===== config.mk =====
export PLATFORM = sky130hd
export DESIGN_NAME = i2c_irq_status
export DESIGN_NICKNAME = d
export VERILOG_FILES = /design/src/rtl/i2c_irq_pkg.sv /design/src/rtl/irq_sticky_bit.sv /design/src/rtl/irq_mask_combine.sv /design/src/rtl/irq_reg_decode.sv /design/src/rtl/i2c_irq_status.sv
export SDC_FILE = /design/constraint.sdc
export NUM_CORES = 1
export LEC_CHECK = 0
export BUFFER_PORTS_ARGS = -buffer_cell sky130_fd_sc_hd__buf_2
export CAP_MARGIN = 20
export CORE_ASPECT_RATIO = 1.1
export CORE_MARGIN = 2
export CORE_UTILIZATION = 41
export CTS_CLUSTER_DIAMETER = 120
export DETAILED_ROUTE_END_ITERATION = 8
export GPL_ROUTABILITY_DRIVEN = 1
export PLACE_DENSITY = 0.8
export SLEW_MARGIN = 10
export SYNTH_ARGS = -nofsm -noshare
export SYNTH_HDL_FRONTEND = slang
export SYNTH_SLANG_ARGS = --single-unit

===== constraint.sdc =====
create_clock -name clk -period 1.8 [get_ports clk]
set_clock_uncertainty 0.05 [all_clocks]
set_input_delay 0.09 -clock clk [delete_from_list [all_inputs] [get_ports clk]]
set_output_delay 0.09 -clock clk [all_outputs]
set_load 0.02 [all_outputs]

===== src/rtl/i2c_irq_pkg.sv =====
// Package: shared constants and types of the I2C interrupt status block.
// Assumes byte offsets fit the register address width chosen at the top.
package i2c_irq_pkg;

    localparam int NSRC = 12;

    localparam int B_RX_UNDER = 0;
    localparam int B_RX_OVER  = 1;
    localparam int B_RX_FULL  = 2;
    localparam int B_TX_OVER  = 3;
    localparam int B_TX_EMPTY = 4;
    localparam int B_RD_REQ   = 5;
    localparam int B_TX_ABRT  = 6;
    localparam int B_RX_DONE  = 7;
    localparam int B_ACTIVITY = 8;
    localparam int B_STOP     = 9;
    localparam int B_START    = 10;
    localparam int B_GCALL    = 11;

    localparam int OFS_MSTAT    = 'h2C;
    localparam int OFS_MASK     = 'h30;
    localparam int OFS_RAW      = 'h34;
    localparam int OFS_CLR_ALL  = 'h40;
    localparam int OFS_CLR_BASE = 'h44;
    localparam int CLR_STRIDE   = 4;

    // How a sticky bit reacts to a disabled controller
    typedef enum logic {
        KIND_EVENT = 1'b0,  // cleared while disabled
        KIND_HOLD  = 1'b1   // held while disabled until both machines idle
    } src_kind_e;

endpackage


===== src/rtl/irq_sticky_bit.sv =====
// Module: one sticky status bit. A set condition always wins over any
// clear. KIND_EVENT bits drop on a clear read or while the controller is
// disabled. KIND_HOLD bits honour clear reads only while enabled; while
// disabled they drop once both state machines report idle.
// Assumes clr_i is already the OR of the per-source and global clears.
module irq_sticky_bit
    import i2c_irq_pkg::*;
#(
    parameter src_kind_e KIND = KIND_EVENT
) (
    input  logic clk,
    input  logic rst_n,
    input  logic set_i,
    input  logic clr_i,
    input  logic en_i,
    input  logic idle_i,
    output logic q_o
);

    localparam bit HOLD_MODE = (KIND == KIND_HOLD);

    logic drop;

    // Decide whether the bit may fall this cycle
    always_comb begin
        if (HOLD_MODE) begin
            drop = en_i ? clr_i : idle_i;
        end else begin
            drop = clr_i | ~en_i;
        end
    end

    // Hold the bit; set has priority over drop
    always_ff @(posedge clk) begin
        if (!rst_n) begin
            q_o <= 1'b0;
        end else if (set_i) begin
            q_o <= 1'b1;
        end else if (drop) begin
            q_o <= 1'b0;
        end
    end

endmodule


===== src/rtl/irq_mask_combine.sv =====
// Module: mask register, masked status and the combined interrupt line.
// The mask resets to all ones and is written whole by mask_we.
// Assumes raw_i is the unmasked status word.
module irq_mask_combine
    import i2c_irq_pkg::*;
#(
    parameter int W = NSRC
) (
    input  logic         clk,
    input  logic         rst_n,
    input  logic         mask_we,
    input  logic [W-1:0] mask_wdata,
    input  logic [W-1:0] raw_i,
    output logic [W-1:0] mask_q,
    output logic [W-1:0] masked_o,
    output logic         irq_o
);

    // Store the mask; all sources enabled out of reset
    always_ff @(posedge clk) begin
        if (!rst_n) begin
            mask_q <= '1;
        end else if (mask_we) begin
            mask_q <= mask_wdata;
        end
    end

    // Gate the raw word and reduce it to one line
    always_comb begin
        masked_o = raw_i & mask_q;
        irq_o    = |masked_o;
    end

endmodule


===== src/rtl/irq_reg_decode.sv =====
// Module: register port decode. Reads are combinational and return zero
// outside a read cycle and at clear locations. A read of a clear location
// raises the matching bit of clr_o for that cycle.
// Assumes reg_rd and reg_wr are never high together.
module irq_reg_decode
    import i2c_irq_pkg::*;
#(
    parameter int ADDR_W = 8,
    parameter int DATA_W = 32,
    parameter int W      = NSRC
) (
    input  logic [ADDR_W-1:0] reg_addr,
    input  logic              reg_rd,
    input  logic              reg_wr,
    input  logic [W-1:0]      raw_i,
    input  logic [W-1:0]      masked_i,
    input  logic [W-1:0]      mask_i,
    output logic [W-1:0]      clr_o,
    output logic              mask_we,
    output logic [DATA_W-1:0] reg_rdata
);

    localparam logic [ADDR_W-1:0] A_MSTAT   = ADDR_W'(OFS_MSTAT);
    localparam logic [ADDR_W-1:0] A_MASK    = ADDR_W'(OFS_MASK);
    localparam logic [ADDR_W-1:0] A_RAW     = ADDR_W'(OFS_RAW);
    localparam logic [ADDR_W-1:0] A_CLR_ALL = ADDR_W'(OFS_CLR_ALL);
    localparam int               PAD       = DATA_W - W;

    logic clr_all;

    assign clr_all = reg_rd && (reg_addr == A_CLR_ALL);
    assign mask_we = reg_wr && (reg_addr == A_MASK);

    // One clear strobe per source location, plus the global one
    for (genvar k = 0; k < W; k++) begin : g_clr
        localparam logic [ADDR_W-1:0] A_CLR_K = ADDR_W'(OFS_CLR_BASE + CLR_STRIDE * k);
        assign clr_o[k] = clr_all | (reg_rd && (reg_addr == A_CLR_K));
    end

    // Select the word returned on a read
    always_comb begin
        reg_rdata = '0;
        if (reg_rd) begin
            if (reg_addr == A_RAW) begin
                reg_rdata = {{PAD{1'b0}}, raw_i};
            end else if (reg_addr == A_MSTAT) begin
                reg_rdata = {{PAD{1'b0}}, masked_i};
            end else if (reg_addr == A_MASK) begin
                reg_rdata = {{PAD{1'b0}}, mask_i};
            end
        end
    end

endmodule


===== src/rtl/i2c_irq_status.sv =====
// Module: interrupt status of an I2C controller. Builds the raw word from
// sticky event bits, two queue level bits and an activity bit; applies the
// mask and drives one interrupt line; decodes the register port.
// Assumes strobes are single-cycle and synchronous to clk.
module i2c_irq_status
    import i2c_irq_pkg::*;
#(
    parameter int ADDR_W = 8,
    parameter int DATA_W = 32
) (
    input  logic              clk,
    input  logic              rst_n,
    input  logic              ctl_en,
    input  logic              mst_idle,
    input  logic              slv_idle,
    input  logic              engine_busy,
    input  logic              rxq_empty,
    input  logic              data_rd,
    input  logic              rxq_full_lvl,
    input  logic              txq_empty_lvl,
    input  logic [NSRC-1:0]   evt_pulse,
    input  logic [ADDR_W-1:0] reg_addr,
    input  logic              reg_rd,
    input  logic              reg_wr,
    input  logic [DATA_W-1:0] reg_wdata,
    output logic [DATA_W-1:0] reg_rdata,
    output logic              irq
);

    logic [NSRC-1:0] raw_stat;
    logic [NSRC-1:0] mask_q;
    logic [NSRC-1:0] masked;
    logic [NSRC-1:0] clr_vec;
    logic            mask_we;
    logic            both_idle;
    logic            unused_inputs;

    assign both_idle = mst_idle & slv_idle;

    // Strobe positions taken by other set sources, and the reserved data bits
    assign unused_inputs = evt_pulse[B_RX_UNDER] ^ evt_pulse[B_RX_FULL]
                         ^ evt_pulse[B_TX_EMPTY] ^ evt_pulse[B_ACTIVITY]
                         ^ (^reg_wdata[DATA_W-1:NSRC]);

    // Build each raw bit from its own kind of source
    for (genvar k = 0; k < NSRC; k++) begin : g_src
        if (k == B_RX_FULL) begin : g_rxlvl
            assign raw_stat[k] = rxq_full_lvl;
        end else if (k == B_TX_EMPTY) begin : g_txlvl
            assign raw_stat[k] = txq_empty_lvl;
        end else begin : g_stk
            logic set_k;
            if (k == B_RX_UNDER) begin : g_under
                assign set_k = data_rd & rxq_empty;
            end else if (k == B_ACTIVITY) begin : g_act
                assign set_k = engine_busy;
            end else begin : g_evt
                assign set_k = evt_pulse[k];
            end
            irq_sticky_bit #(
                .KIND ((k == B_RX_UNDER) ? KIND_HOLD : KIND_EVENT)
            ) u_bit (
                .clk    (clk),
                .rst_n  (rst_n),
                .set_i  (set_k),
                .clr_i  (clr_vec[k]),
                .en_i   (ctl_en),
                .idle_i (both_idle),
                .q_o    (raw_stat[k])
            );
        end
    end

    irq_mask_combine #(
        .W (NSRC)
    ) u_mask (
        .clk        (clk),
        .rst_n      (rst_n),
        .mask_we    (mask_we),
        .mask_wdata (reg_wdata[NSRC-1:0]),
        .raw_i      (raw_stat),
        .mask_q     (mask_q),
        .masked_o   (masked),
        .irq_o      (irq)
    );

    irq_reg_decode #(
        .ADDR_W (ADDR_W),
        .DATA_W (DATA_W),
        .W      (NSRC)
    ) u_dec (
        .reg_addr  (reg_addr),
        .reg_rd    (reg_rd),
        .reg_wr    (reg_wr),
        .raw_i     (raw_stat),
        .masked_i  (masked),
        .mask_i    (mask_q),
        .clr_o     (clr_vec),
        .mask_we   (mask_we),
        .reg_rdata (reg_rdata)
    );

endmodule


==> impl_metrics.yaml <==
placed_design:
  hpwl_mm: 2.60
  place_inst: 250
  gp_congestion: 0.786
  io_buffers: 52
setup_path:
  critPathArrivalTime_ps: 1590
  cp-end-kind: "output pin"
  path_cells: "buf_2 > or3b_4 > nor4b_2 > buf_4 > a31o_2 > a22o_1 > buf_2"
  slowest_delay_ps: 450
  required_ps: 1660
  cpMostUsedCell: "buf_2"
  critPathSlowestCell: "or3b_4"
  start_kind: "input pin"
  critical_path.top_delay_family: "simple AND/OR/NAND/NOR gates"
  crit_fanout: 12
  worstSetupPathType: "input pin to output pin"
  path_buf_inv: 3
finish:
  num_antenna_cells: 0
  n_fill_cell: 296
  final_layout_size_suffix_gt1_share_pct: 33.6
  final_util_pct: 58.0
  final-instance-count-excl-fill: 277
  areaGrowthSynthToFinish_pct: 35.0
  nets: 295
grt:
  grt_max_degree: 24
  grt_pass1_vias: 1252
  grt.overflow.total: 0
  grt_usage_pct: 18.5
  gr-usage-met3_pct: 4.50
  antenna_found_initial: 0
  use_met1_pct: 23.1
  grt_pass1_wl_mm: 5.55
  grt-busiest-layer: "met2"
  gr-usage-met2_pct: 31.1
synth:
  synth_seq_cells: 22
  ys_types: 37
  syn_area_sq_um: 1430
  synthAdderAreaFrac_pct: 0
  synthMuxAreaShare_pct: 8.39
  syn_inst: 152
  avgSynthCellArea_sq_um: 9.42
  yosysWarningCount: 0
  seq_area_frac_synth_pct: 30.8
  synthSimpleGateAreaFrac_pct: 17.5
  async_flop_share_pct: 0
  synth_compound_area_share_pct: 26.7
  synth_top_family_by_area: "compound AO/OA/AOI/OAI gates"
  synth_edf_count: 0
  synth-xor-area-share_pct: 0
  synth_ff_type: "dfxtp_1"
timing:
  finalSetupTns_ps: 0
  fin_crit_ps: 1730
  hold_viol: 0
  timing.final.crit_share_pct: 96.2
  slew_viol_final: 0
  worstMarginPinSlew_ps: 639
  slew_headroom_pct: 57.4
  rsz0062_at_grt: "no"
  max_freq_ghz: 0.577
  finalSetupViolCount: 0
clock_tree:
  numCtsBuffers: 3
  htreeDepth: 1
  clock_sink_count: 22
  cts_tree: "done"
  clk_latency_ps: 300
  cts_root_buf: "clkbuf_4"
  cts_buffer_depth: 2
  clkTransAtPathRegs_ps: 110
die:
  core.rowCount: 22
  die_w_microns: 60.3
  io_pins: 97
  dieArea_sq_um: 3980
  die_h_microns: 66.0
  start_util_pct: 43.0
  coreArea_sq_um: 3330
job:
  maxCapViolations: 0
pwr:
  vdd_ir_drop_max_v: 0.000515
  total_leakage_power_nw: 0.848
  power_density_nw_per_um2: 494
  finalPower_uw: 954
route:
  drt_first_iter_violations: 43
  ant_nets: 0
  vias_per_cell: 5.08
  route.detailed.drc: 0
  vias: 1407
  dr.pass1.iters: 6
  wire_per_inst_microns: 12.9
  routed_wl_mm: 3.59
worst_hold_path:
  hold_class: "input pin to flip-flop"
status:
  outcome: "finished clean"
==> path summary, 6_finish.rpt <==
kind / startpoint / to / slack [ps] / depth (start not counted)
setup reg to reg: g_src[0].g_stk.u_bit.q_o / g_src[0].g_stk.u_bit.q_o / 390 / 4
hold / removal: reg_addr[3] / g_src[9].g_stk.u_bit.q_o / 130 / 3
hold reg to reg: u_mask.mask_q[0] / u_mask.mask_q[0] / 480 / 2
setup / recovery: reg_addr[7] / reg_rdata[1] / 70 / 7
==> power breakdown <==
group / leakage (nW) / total (mW) / switching, mW / internal [mW]
clock network: 0.0138 / 0.223 / 0.144 / 0.0782
registers: 0.181 / 0.521 / 0.0170 / 0.504
logic: 0.653 / 0.210 / 0.108 / 0.102
total: 0.848 / 0.954 / 0.270 / 0.684
==> cell type report <==
type / count / area (sq um) / share of cell area [%]
inverters: 1 / 3.75 / 0.194
repair buffers: 84 / 568 / 29.4
well taps: 48 / 60.1 / 3.11
clock buffers: 3 / 22.5 / 1.17
multi-input cells: 119 / 837 / 43.3
flip-flops and latches: 22 / 440 / 22.8
==> sequential cells by signal, indices dropped and copies added (netlist names) <==
name and flops:
u_mask.mask_q 12, g_src.g_stk.u_bit.q_o 10
==> cell usage after synthesis, types with 2 or more instances <==
cell type	count	area (sq um)
buf_4	23	173
dfxtp_1	22	440
nand2_1	20	75.1
a22o_1	15	131
mux2i_1	12	120
a32o_1	8	80.1
a31o_2	7	61.3
a31o_1	6	52.6
nand3_1	4	20.0
a221oi_1	3	26.3
a21oi_1	2	10.0
clkbuf_1	2	7.51
nand4_1	2	12.5
nor2_1	2	7.51
nor3_1	2	10.0
==> placed cells by master (no fill, tap or decap), types with 2 or more instances in the layout <==
master / count
a21oi_1: 2
a221oi_1: 3
a22o_1: 15
a31o_1: 6
a31o_2: 7
a32o_1: 8
buf_2: 53
buf_4: 7
clkbuf_4: 3
conb_1: 20
dfxtp_1: 22
dlygate4sd3_1: 23
mux2i_1: 12
nand2_1: 20
nand3_1: 4
nand4_1: 2
nor2_1: 2
nor3_1: 2
==> logic make-up (layout without fill, tap and decap cells) <==
logic type / after synthesis / count (layout)
flip-flops: 22 / 22
AND/OR/NAND/NOR: 43 / 43
other: 1 / 20
multiplexers: 12 / 12
buffers and inverters: 30 / 88
AO/OA/AOI/OAI: 44 / 44
==> metal layers <==
metal / part of all wire [%] / up-vias
met5: 0 / -
met4: 1.3 / 0
met3: 5.7 / 6
met2: 49 / 56
met1: 44 / 640
li1: - / 705
==> metrics by stage <==
stage	instance area [sq um]	hold WS [ps]	setup slack, ps
floorplan	1500	162	200
global placement	1670	248	93.3
detailed placement	1670	252	75.2
CTS	1920	125	75.7
global route	1930	135	12.6
finish	1930	128	68.1
==> timing repair <==
item | in CTS | in global routing
setup buffers | 0 | 0
hold buffers | 23 | 0
hold endpoints to repair | 22 | 0
resized for setup | 0 | 2
setup endpoints to repair | 0 | 4
==> tightest hold or removal path: stages <==
cell	delay (ps)
buf_2	140
nand3_1	80
a32o_1	150
Note: power is estimated with default switching activity, not from simulation.
